File: src/rtl/pwr_mode_pkg.sv
package pwr_mode_pkg;
  typedef enum logic [1:0] {
    ST_PD    = 2'd0,
    ST_STBY  = 2'd1,
    ST_REDRV = 2'd2,
    ST_RETIM = 2'd3
  } pm_state_e;

  localparam logic [1:0] MODE_REDRV = 2'b00;
  localparam logic [1:0] MODE_AUTO  = 2'b01;
  localparam logic [1:0] MODE_RETIM = 2'b11;
endpackage

File: src/rtl/pm_oe_qual.sv
module pm_oe_qual #(
  parameter int unsigned RST_CYC = 2500
) (
  input  logic clk_i,
  input  logic rst_ni,
  input  logic oe_i,
  output logic cfg_rst_o
);
  localparam int unsigned CW = $clog2(RST_CYC + 1);
  localparam logic [CW-1:0] LIM = CW'(RST_CYC);

  logic [CW-1:0] low_cnt;

  always_ff @(posedge clk_i or negedge rst_ni) begin
    if (!rst_ni) begin
      low_cnt   <= '0;
      cfg_rst_o <= 1'b0;
    end else begin
      cfg_rst_o <= oe_i && (low_cnt == LIM);
      if (oe_i)               low_cnt <= '0;
      else if (low_cnt != LIM) low_cnt <= low_cnt + 1'b1;
    end
  end

  // reset request is a single-cycle pulse
  assert_rst_pulse_R2: assert property (@(posedge clk_i) disable iff (!rst_ni)
    cfg_rst_o |=> !cfg_rst_o);
endmodule

File: src/rtl/pm_mode_latch.sv
module pm_mode_latch
  import pwr_mode_pkg::*;
(
  input  logic       clk_i,
  input  logic       rst_ni,
  input  logic       load_i,
  input  logic [1:0] mode_i,
  output logic [1:0] mode_o
);
  always_ff @(posedge clk_i or negedge rst_ni) begin
    if (!rst_ni)     mode_o <= MODE_AUTO;
    else if (load_i) mode_o <= mode_i;
  end

  assert_mode_hold_R10: assert property (@(posedge clk_i) disable iff (!rst_ni)
    !load_i |=> $stable(mode_o));
endmodule

File: src/rtl/pm_acq_timer.sv
module pm_acq_timer #(
  parameter int unsigned ACQ_CYC = 175000
) (
  input  logic clk_i,
  input  logic rst_ni,
  input  logic run_i,
  input  logic start_i,
  output logic busy_o
);
  localparam int unsigned CW = $clog2(ACQ_CYC + 1);
  localparam logic [CW-1:0] LIM = CW'(ACQ_CYC);

  logic [CW-1:0] cnt;

  always_ff @(posedge clk_i or negedge rst_ni) begin
    if (!rst_ni)           cnt <= '0;
    else if (!run_i)       cnt <= '0;
    else if (start_i)      cnt <= LIM;
    else if (cnt != '0)    cnt <= cnt - 1'b1;
  end

  assign busy_o = (cnt != '0);

  assert_acq_bound_R6: assert property (@(posedge clk_i) disable iff (!rst_ni)
    cnt <= LIM);
  assert_acq_idle_R6: assert property (@(posedge clk_i) disable iff (!rst_ni)
    !run_i |=> !busy_o);
endmodule

File: src/rtl/pwr_mode_ctrl.sv
module pwr_mode_ctrl
  import pwr_mode_pkg::*;
#(
  parameter int unsigned RST_CYC = 2500,
  parameter int unsigned ACQ_CYC = 175000
) (
  input  logic       clk_i,
  input  logic       rst_ni,
  input  logic       oe_i,
  input  logic       hpd_snk_i,
  input  logic       pd_force_i,
  input  logic       hpd_auto_dis_i,
  input  logic       sig_det_en_i,
  input  logic       clk_valid_i,
  input  logic       rate_hi_i,
  input  logic       rate_chg_i,
  input  logic [1:0] func_mode_i,
  input  logic       acq_tx_off_i,
  input  logic       hpd_gate_i,
  input  logic       pol_swap_req_i,
  output logic       tx_en_o,
  output logic       cdr_en_o,
  output logic       pol_swap_o,
  output logic       hpd_src_o,
  output logic [7:0] status_o,
  output logic       cfg_rst_o
);
  pm_state_e  state_q, state_d;
  logic [1:0] eff_mode;
  logic       reg_pd_cause, pd_cause, retime_sel, acq_start, acq_busy;

  assign reg_pd_cause = pd_force_i | (~hpd_snk_i & ~hpd_auto_dis_i);
  assign pd_cause     = ~oe_i | reg_pd_cause;
  assign retime_sel   = (eff_mode == MODE_RETIM) |
                        ((eff_mode != MODE_REDRV) & rate_hi_i);

  always_comb begin
    if (pd_cause)                         state_d = ST_PD;
    else if (sig_det_en_i && !clk_valid_i) state_d = ST_STBY;
    else if (retime_sel)                  state_d = ST_RETIM;
    else                                  state_d = ST_REDRV;
  end

  always_ff @(posedge clk_i or negedge rst_ni) begin
    if (!rst_ni) state_q <= ST_PD;
    else         state_q <= state_d;
  end

  pm_oe_qual #(.RST_CYC(RST_CYC)) u_oe_qual (
    .clk_i, .rst_ni, .oe_i, .cfg_rst_o
  );

  pm_mode_latch u_mode (
    .clk_i, .rst_ni,
    .load_i (oe_i & reg_pd_cause),
    .mode_i (func_mode_i),
    .mode_o (eff_mode)
  );

  assign acq_start = (state_d == ST_RETIM) && ((state_q != ST_RETIM) || rate_chg_i);

  pm_acq_timer #(.ACQ_CYC(ACQ_CYC)) u_acq (
    .clk_i, .rst_ni,
    .run_i   (state_d == ST_RETIM),
    .start_i (acq_start),
    .busy_o  (acq_busy)
  );

  assign cdr_en_o   = (state_q == ST_RETIM);
  assign tx_en_o    = (state_q == ST_REDRV) ||
                      ((state_q == ST_RETIM) && !(acq_busy && acq_tx_off_i));
  assign pol_swap_o = pol_swap_req_i && (state_q == ST_RETIM);
  assign hpd_src_o  = oe_i & hpd_snk_i & ~hpd_gate_i;
  assign status_o   = {state_q == ST_PD, state_q == ST_STBY, 6'b0};

  assert_oe_low_pd_R1: assert property (@(posedge clk_i) disable iff (!rst_ni)
    !oe_i |=> (status_o[7] && !tx_en_o && !cdr_en_o));
  assert_oe_hpd_R3: assert property (@(posedge clk_i) disable iff (!rst_ni)
    !oe_i |-> !hpd_src_o);
  assert_pol_retimer_R7: assert property (@(posedge clk_i) disable iff (!rst_ni)
    pol_swap_o |-> cdr_en_o);
  assert_status_excl_R9: assert property (@(posedge clk_i) disable iff (!rst_ni)
    $onehot0(status_o[7:6]) && (status_o[5:0] == 6'b0));
  assert_stby_quiet_R4: assert property (@(posedge clk_i) disable iff (!rst_ni)
    status_o[6] |-> (!tx_en_o && !cdr_en_o));
endmodule

File: config.mk
export PLATFORM = sky130hd
export DESIGN_NAME = pwr_mode_ctrl
export DESIGN_NICKNAME = d
export VERILOG_FILES = /design/src/rtl/pwr_mode_pkg.sv /design/src/rtl/pm_oe_qual.sv /design/src/rtl/pm_mode_latch.sv /design/src/rtl/pm_acq_timer.sv /design/src/rtl/pwr_mode_ctrl.sv
export SDC_FILE = /design/constraint.sdc
export NUM_CORES = 1
export LEC_CHECK = 0
export CORE_ASPECT_RATIO = 0.9
export CORE_UTILIZATION = 40
export CTS_BUF_LIST = sky130_fd_sc_hd__clkbuf_8
export DETAILED_ROUTE_END_ITERATION = 12
export HOLD_SLACK_MARGIN = 0.06
export SETUP_SLACK_MARGIN = 0.5
export SLEW_MARGIN = 5
export SYNTH_ARGS = -nofsm -noshare
export SYNTH_HDL_FRONTEND = slang
export SYNTH_SLANG_ARGS = --single-unit
File: constraint.sdc
create_clock -name clk_i -period 2.15 [get_ports clk_i]
set_input_delay 0.43 -clock clk_i [delete_from_list [all_inputs] [get_ports clk_i]]
set_output_delay 0.43 -clock clk_i [all_outputs]
set_load 0.1 [all_outputs]
Word-level counts from Yosys, hierarchy flattened
Index checks and enable logic that the tools add are counted.

word-level totals
  register bits = 35
  input bits = 15
  output and inout bits = 13
  word-level logic and storage cells = 50

operators by class
  $add $sub $neg = 2
  eq/ne operators = 9
  muxes and demuxes = 8
  bitwise logic cells = 12
  reduce and logical (&&, ||, !) cells = 14

operators with widths
  cell                                                  number
  2-to-1 mux 18 bit                                     3
  2-to-1 mux 12 bit                                     2
  nonzero test 18 bit                                   1
  subtractor 18 x 1 -> 18 bit (second input constant)   1
  adder 12 x 1 -> 12 bit (second input constant)        1
  equality test 12 bit (second input constant)          1
  != test 12 bit (second input constant)                1
  equality test 2 bit (second input constant)           4
  logical AND 1 bit                                     6
  AND 1 bit                                             5
  2-to-1 mux 2 bit                                      2
  NOT 1 bit                                             4
  nonzero test 2 bit                                    2
  != test 3 bit (second input constant)                 1
  bitwise OR 1 bit                                      3
  equality test 2 x 1 -> 1 bit (second input constant)  1
  logical NOT 1 bit                                     2
  logical NOT 2 bit                                     1
  logical OR 1 bit                                      2
  != test 2 bit (second input constant)                 1
  2-to-1 mux 1 bit                                      1

Logic depth before layout (Yosys ltp)
  word-level depth = 10
  mapped depth = 8
  mapped depth without buffers = 7

By module
Synthesis repeated with hierarchy kept, for this count alone.

unflattened totals
  cell total of the unflattened synthesis = 212
  area total of the unflattened synthesis = 2040.7 µm²

modules (own cells, without submodules)
  module         times used  cells an instance  area an instance (µm²)  sequential area each (µm²)
  pm_acq_timer   1           110                1037.2                  450.4
  pm_oe_qual     1           70                 698.2                   325.3
  pwr_mode_ctrl  1           28                 231.5                   50.0
  pm_mode_latch  1           4                  73.8                    51.3

Worst setup path after synthesis
Ideal clock, no wire load.

  kind = register to output
  from = reg u_acq.cnt[13]
  to = out tx_en_o
  arrival = 3.233 ns
  required time = 1.720 ns
  setup slack = -1.513 ns
  cell stages (with the launch flop) = 6
  buffers on the path = 1
  cell sequence = dfrtp_1 > or4_4 > or3_4 > or2_4 > buf_6 > a31oi_1

on the way
  longest elaborated chain between the ends = 5

ends and longest elaborated chain
  element                   line                 text
  start: declaration        pm_acq_timer.sv:13   logic [CW-1:0] cnt;
  start signal: assignment  pm_acq_timer.sv:19   else if (cnt != '0) cnt <= cnt - 1'b1;
  nonzero test 18 bit       pm_acq_timer.sv:22   assign busy_o = (cnt != '0);
  logical AND 1 bit         pwr_mode_ctrl.sv:71  ((state_q == ST_RETIM) && !(acq_busy && acq_tx_off_i));
  logical NOT 1 bit         pwr_mode_ctrl.sv:71
  logical AND 1 bit         pwr_mode_ctrl.sv:71
  logical OR 1 bit          pwr_mode_ctrl.sv:70  assign tx_en_o = (state_q == ST_REDRV) ||
  end: declaration          pwr_mode_ctrl.sv:21  output logic tx_en_o,

Every way passes these cells.

Worst setup path in the final report
  from = reg u_acq.cnt[15]
  to = out tx_en_o

Same word-level chain as after synthesis.

==> metrics.log <==
[metrics] outcome: finished, violations left
[metrics] violations in the final reports: negative setup slack
[metrics] Hold/Removal Path Class: primary input to asynchronous set/reset pin
[metrics] share of total power in the clock network: 27.5%
[metrics] worst supply voltage drop on vdd: between 400 and 500 µV
[metrics] Critical R2R Launch: u_acq.cnt[1]
[metrics] data arrival time at the worst-slack endpoint: 2.20 ns
[metrics] Net Sw Frac: 32.4%
[metrics] H-tree levels: 2
[metrics] antenna violation net count after detailed routing: 0
[metrics] average detailed-routed wire length per instance: 13.9 µm
[metrics] number of failing hold endpoints at the final stage: 0
[metrics] average via count per standard cell: approximately 5.0
[metrics] Final Cycle Share: 122%
[metrics] Clk Latency, worst-skew pair: 0.29 ns
[metrics] die width: 74.0 µm
[metrics] startpoint class of the critical path: flip-flop
[metrics] Leak: 1.26 nW
[metrics] Fillers: 366
[metrics] clock tree from TritonCTS: yes
[metrics] worst stage delay on the critical path: 0.55 ns
[metrics] cell count of the worst reg-to-reg path: 8
[metrics] via count of the first global-routing pass: 1500
[metrics] Comb pwr share: 31.2%
[metrics] Inst Count DP: 300
[metrics] Die ar.: 4940 µm²
[metrics] Post-synth top flop: dfrtp_1
[metrics] fraction of the core area covered by cells at the end of the flow: 62.9%
[metrics] Layout area overhead: 50.3%
[metrics] fraction of final layout cells with drive strength greater than 1: 40.1%
[metrics] highest achievable clock rate: 381 MHz
[metrics] Simple-Gate Fraction of Synth Area: a little over a quarter
[metrics] Worst EP required: 1.72 ns
[metrics] Clock Sink Count: 35
[metrics] Critical Path End: tx_en_o
[metrics] clock period minus worst slack: 2.63 ns
[metrics] sequential fraction of design power: roughly 41%
[metrics] fraction of registers with async set or reset after synthesis: 100%
[metrics] post-CTS clock slew at the launch and capture registers of the worst setup and hold paths: 0.08 ns
[metrics] top-level I/O count: 28
[metrics] die span in y: 66.8 µm
[metrics] largest fanout of any net on the critical path: 2
[metrics] Clock Skew: ~0.01 ns
[metrics] endpoint of the worst register-to-register path: u_acq.cnt[15]
[metrics] number of enable flip-flop cells after synthesis: 0
[metrics] unrepaired setup endpoints after global routing: true
[metrics] overall via count from detail_route: 1606
[metrics] Synth Warn #: 0
[metrics] Site Rows: 23
[metrics] type of the worst setup path: flip-flop to primary output
[metrics] Max Cap Viol: 0
[metrics] post-route total power: 1.69 mW
[metrics] Mapped Avg Cell Area: 9.29 µm²
[metrics] nature of the critical path endpoint: primary output
[metrics] portion of netlist area occupied by mux cells: 2.28%
[metrics] CTS Hold Buffers Added: 0
[metrics] DRC viols: 0
[metrics] cell internal pwr: 1.15 mW
[metrics] cts bufs inserted: 5
[metrics] filler-free cell count of the finished design: roughly 320
[metrics] worst-case hold slack: 0.229 ns
[metrics] adder-cell share of the synthesized area: ~2.5%
[metrics] number of nets in the final layout: roughly 280
[metrics] global routing usage summed across all routing layers: 19.0%
[metrics] global-route wire length before repair: 7010 µm
[metrics] initial core utilization: 41.9%
[metrics] R2R setup slack: -0.03 ns
[metrics] number of cells produced by synthesis: 201
[metrics] FF+latch count, synth: 35
[metrics] number of optimization iterations in the first detailed-route pass: 4
[metrics] quantity of I/O buffers inserted on ports: 21
[metrics] CTS root buffer: clkbuf_8
[metrics] initial antenna violation count: 0
[metrics] register area share after synthesis: 47.0%
[metrics] clk buf depth: 2
[metrics] power density over the cells: 604 nW/µm²
[metrics] post-synthesis compound-gate area fraction: 8.24%
[metrics] Core Area: 4460 µm²
[metrics] area of all placed cells without fillers: 2810 µm²
[metrics] largest net degree at the start of global routing: 36
[metrics] fin. max-slew vios: 0
[metrics] endpoints failing setup: 3
[metrics] dominant combinational cell family by area after synthesis: simple AND/OR/NAND/NOR gates
[metrics] GP Congestion: 0.801
[metrics] Yosys cell types: 44
[metrics] detailed placement HPWL: 2850 µm
[metrics] most used cells in the layout excluding fill and tap cells: buf_4 (34), dfrtp_1 (32), nor2_1 (31)
[metrics] Sw Pwr: ~0.55 mW
[metrics] crit path from: u_acq.cnt[15]
[metrics] slew at the pin closest to its max-slew limit: 0.800 ns
[metrics] post-place instance area: 2360 µm²
[metrics] Critical Path Slowest Stage Cell: or4_4
[metrics] cell-by-cell listing of the critical path: or4_4 > or3_4 > or2_4 > a31oi_4 > buf_12
[metrics] most common cell after layout, fill and taps aside: buf_4
[metrics] Setup TNS Final: -0.515 ns
[metrics] number of diodes added for antenna fixing: 0
[metrics] WL final: between 4000 and 5000 µm
[metrics] Worst slew margin: 46.7%
[metrics] setup ws final: -0.477 ns
[metrics] summed instance area of the synthesized netlist: 1870 µm²
[metrics] post-synthesis share of cell area spent on xor and xnor gates: ~7.5%
[metrics] global route total overflow: 0
[metrics] DR iter-0 viols: 38
[metrics] Setup Slack @ Placement: -0.169 ns
[repair_timing]
item | CTS | global route
setup endpoints to repair | 24 | 26
gates resized for setup | 32 | 27
gates cloned | 0 | 0
buffers inserted | 9 | 7
pin swaps | 10 | 11
[synthesized netlist by cell type (3+ instances only)]
| library cell | count | share of area (%) |
|---|---|---|
| nor2_1 | 35 | 7.0 |
| dfrtp_1 | 34 | 46 |
| nand2_1 | 14 | 2.8 |
| a21oi_1 | 13 | 3.5 |
| xor2_1 | 10 | 4.7 |
| nor3_1 | 9 | 2.4 |
| buf_4 | 6 | 2.4 |
| inv_1 | 6 | 1.2 |
| nor4_1 | 6 | 2.0 |
| xnor2_1 | 6 | 2.8 |
| nand3_1 | 5 | 1.3 |
| nor2b_1 | 5 | 1.7 |
| o21ai_0 | 5 | 1.3 |
| or3_1 | 5 | 1.7 |
| clkbuf_1 | 3 | 0.60 |
| ha_1 | 3 | 2.0 |
[routing by layer]
metal | vias up | GRT usage, % | wire (µm)
met2 | 12 | 29.4 | 2280
met4 | 0 | 5.05 | 43
li1 | 800 | - | -
met1 | 789 | 26.5 | 2100
met5 | - | 0 | 0
met3 | 5 | 4.54 | 85
[power groups by stage]
stage / Clock (mW) / Sequential [mW] / Combinational, mW
6_report: 0.466 / 0.700 / 0.529
4_1_cts: 0.476 / 0.699 / 0.450
3_3_place_gp: 0 / 0.710 / 0.374
5_1_grt: 0.503 / 0.703 / 0.564
3_5_place_dp: 0 / 0.710 / 0.377
2_1_floorplan: 0 / 0.709 / 0.262
[area by class of cell]
class	instances	area [µm²]	area share [%]
tap	62	77.6	2.76
sequential	35	880	31.3
multi-input combinational	155	1180	42.0
clock buffer	5	68.8	2.45
inverter	6	22.5	0.802
timing repair buffer	58	564	20.1
clock inverter	3	16.3	0.580
[registers in the layout (all words and copies together), names as in the netlist]
name,cells
state_q,2
u_oe_qual.cfg_rst_o,1
u_oe_qual.low_cnt,12
u_acq.cnt,18
u_mode.mode_o,2
[logic make-up (layout without fill, tap and decap cells)]
logic type	Yosys count	count (layout)
and+or+nand+nor	99	99
DFF	35	35
AOI/OAI and AO/OA	26	26
xor gates and xnor gates	16	16
buffers and inverters	16	72
adders and majority gates	4	4
muxes	4	4
other	1	6
[worst max-delay path: cells and delay by family, from the launching register on]
family | cells | cell delay [ns]
and+or+nand+nor | 3 | 1.16
DFF | 1 | 0.38
AOI/OAI and AO/OA | 1 | 0.18
buffers and inverters | 1 | 0.19
[worst min-delay path by stage]
stage	from	endpoint	slack, ns	cells after the start
6_report	rst_ni	u_acq.cnt[6]	0.23	1
5_1_grt	rst_ni	u_oe_qual.cfg_rst_o	0.29	1
4_1_cts	rst_ni	u_oe_qual.low_cnt[0]	0.26	1
3_5_place_dp	u_mode.mode_o[1]	u_mode.mode_o[1]	0.51	1
2_1_floorplan	rst_ni	state_q[0]	0.13	0
3_3_place_gp	u_mode.mode_o[1]	u_mode.mode_o[1]	0.51	1
No activity file was read; power rests on OpenSTA's default activity.
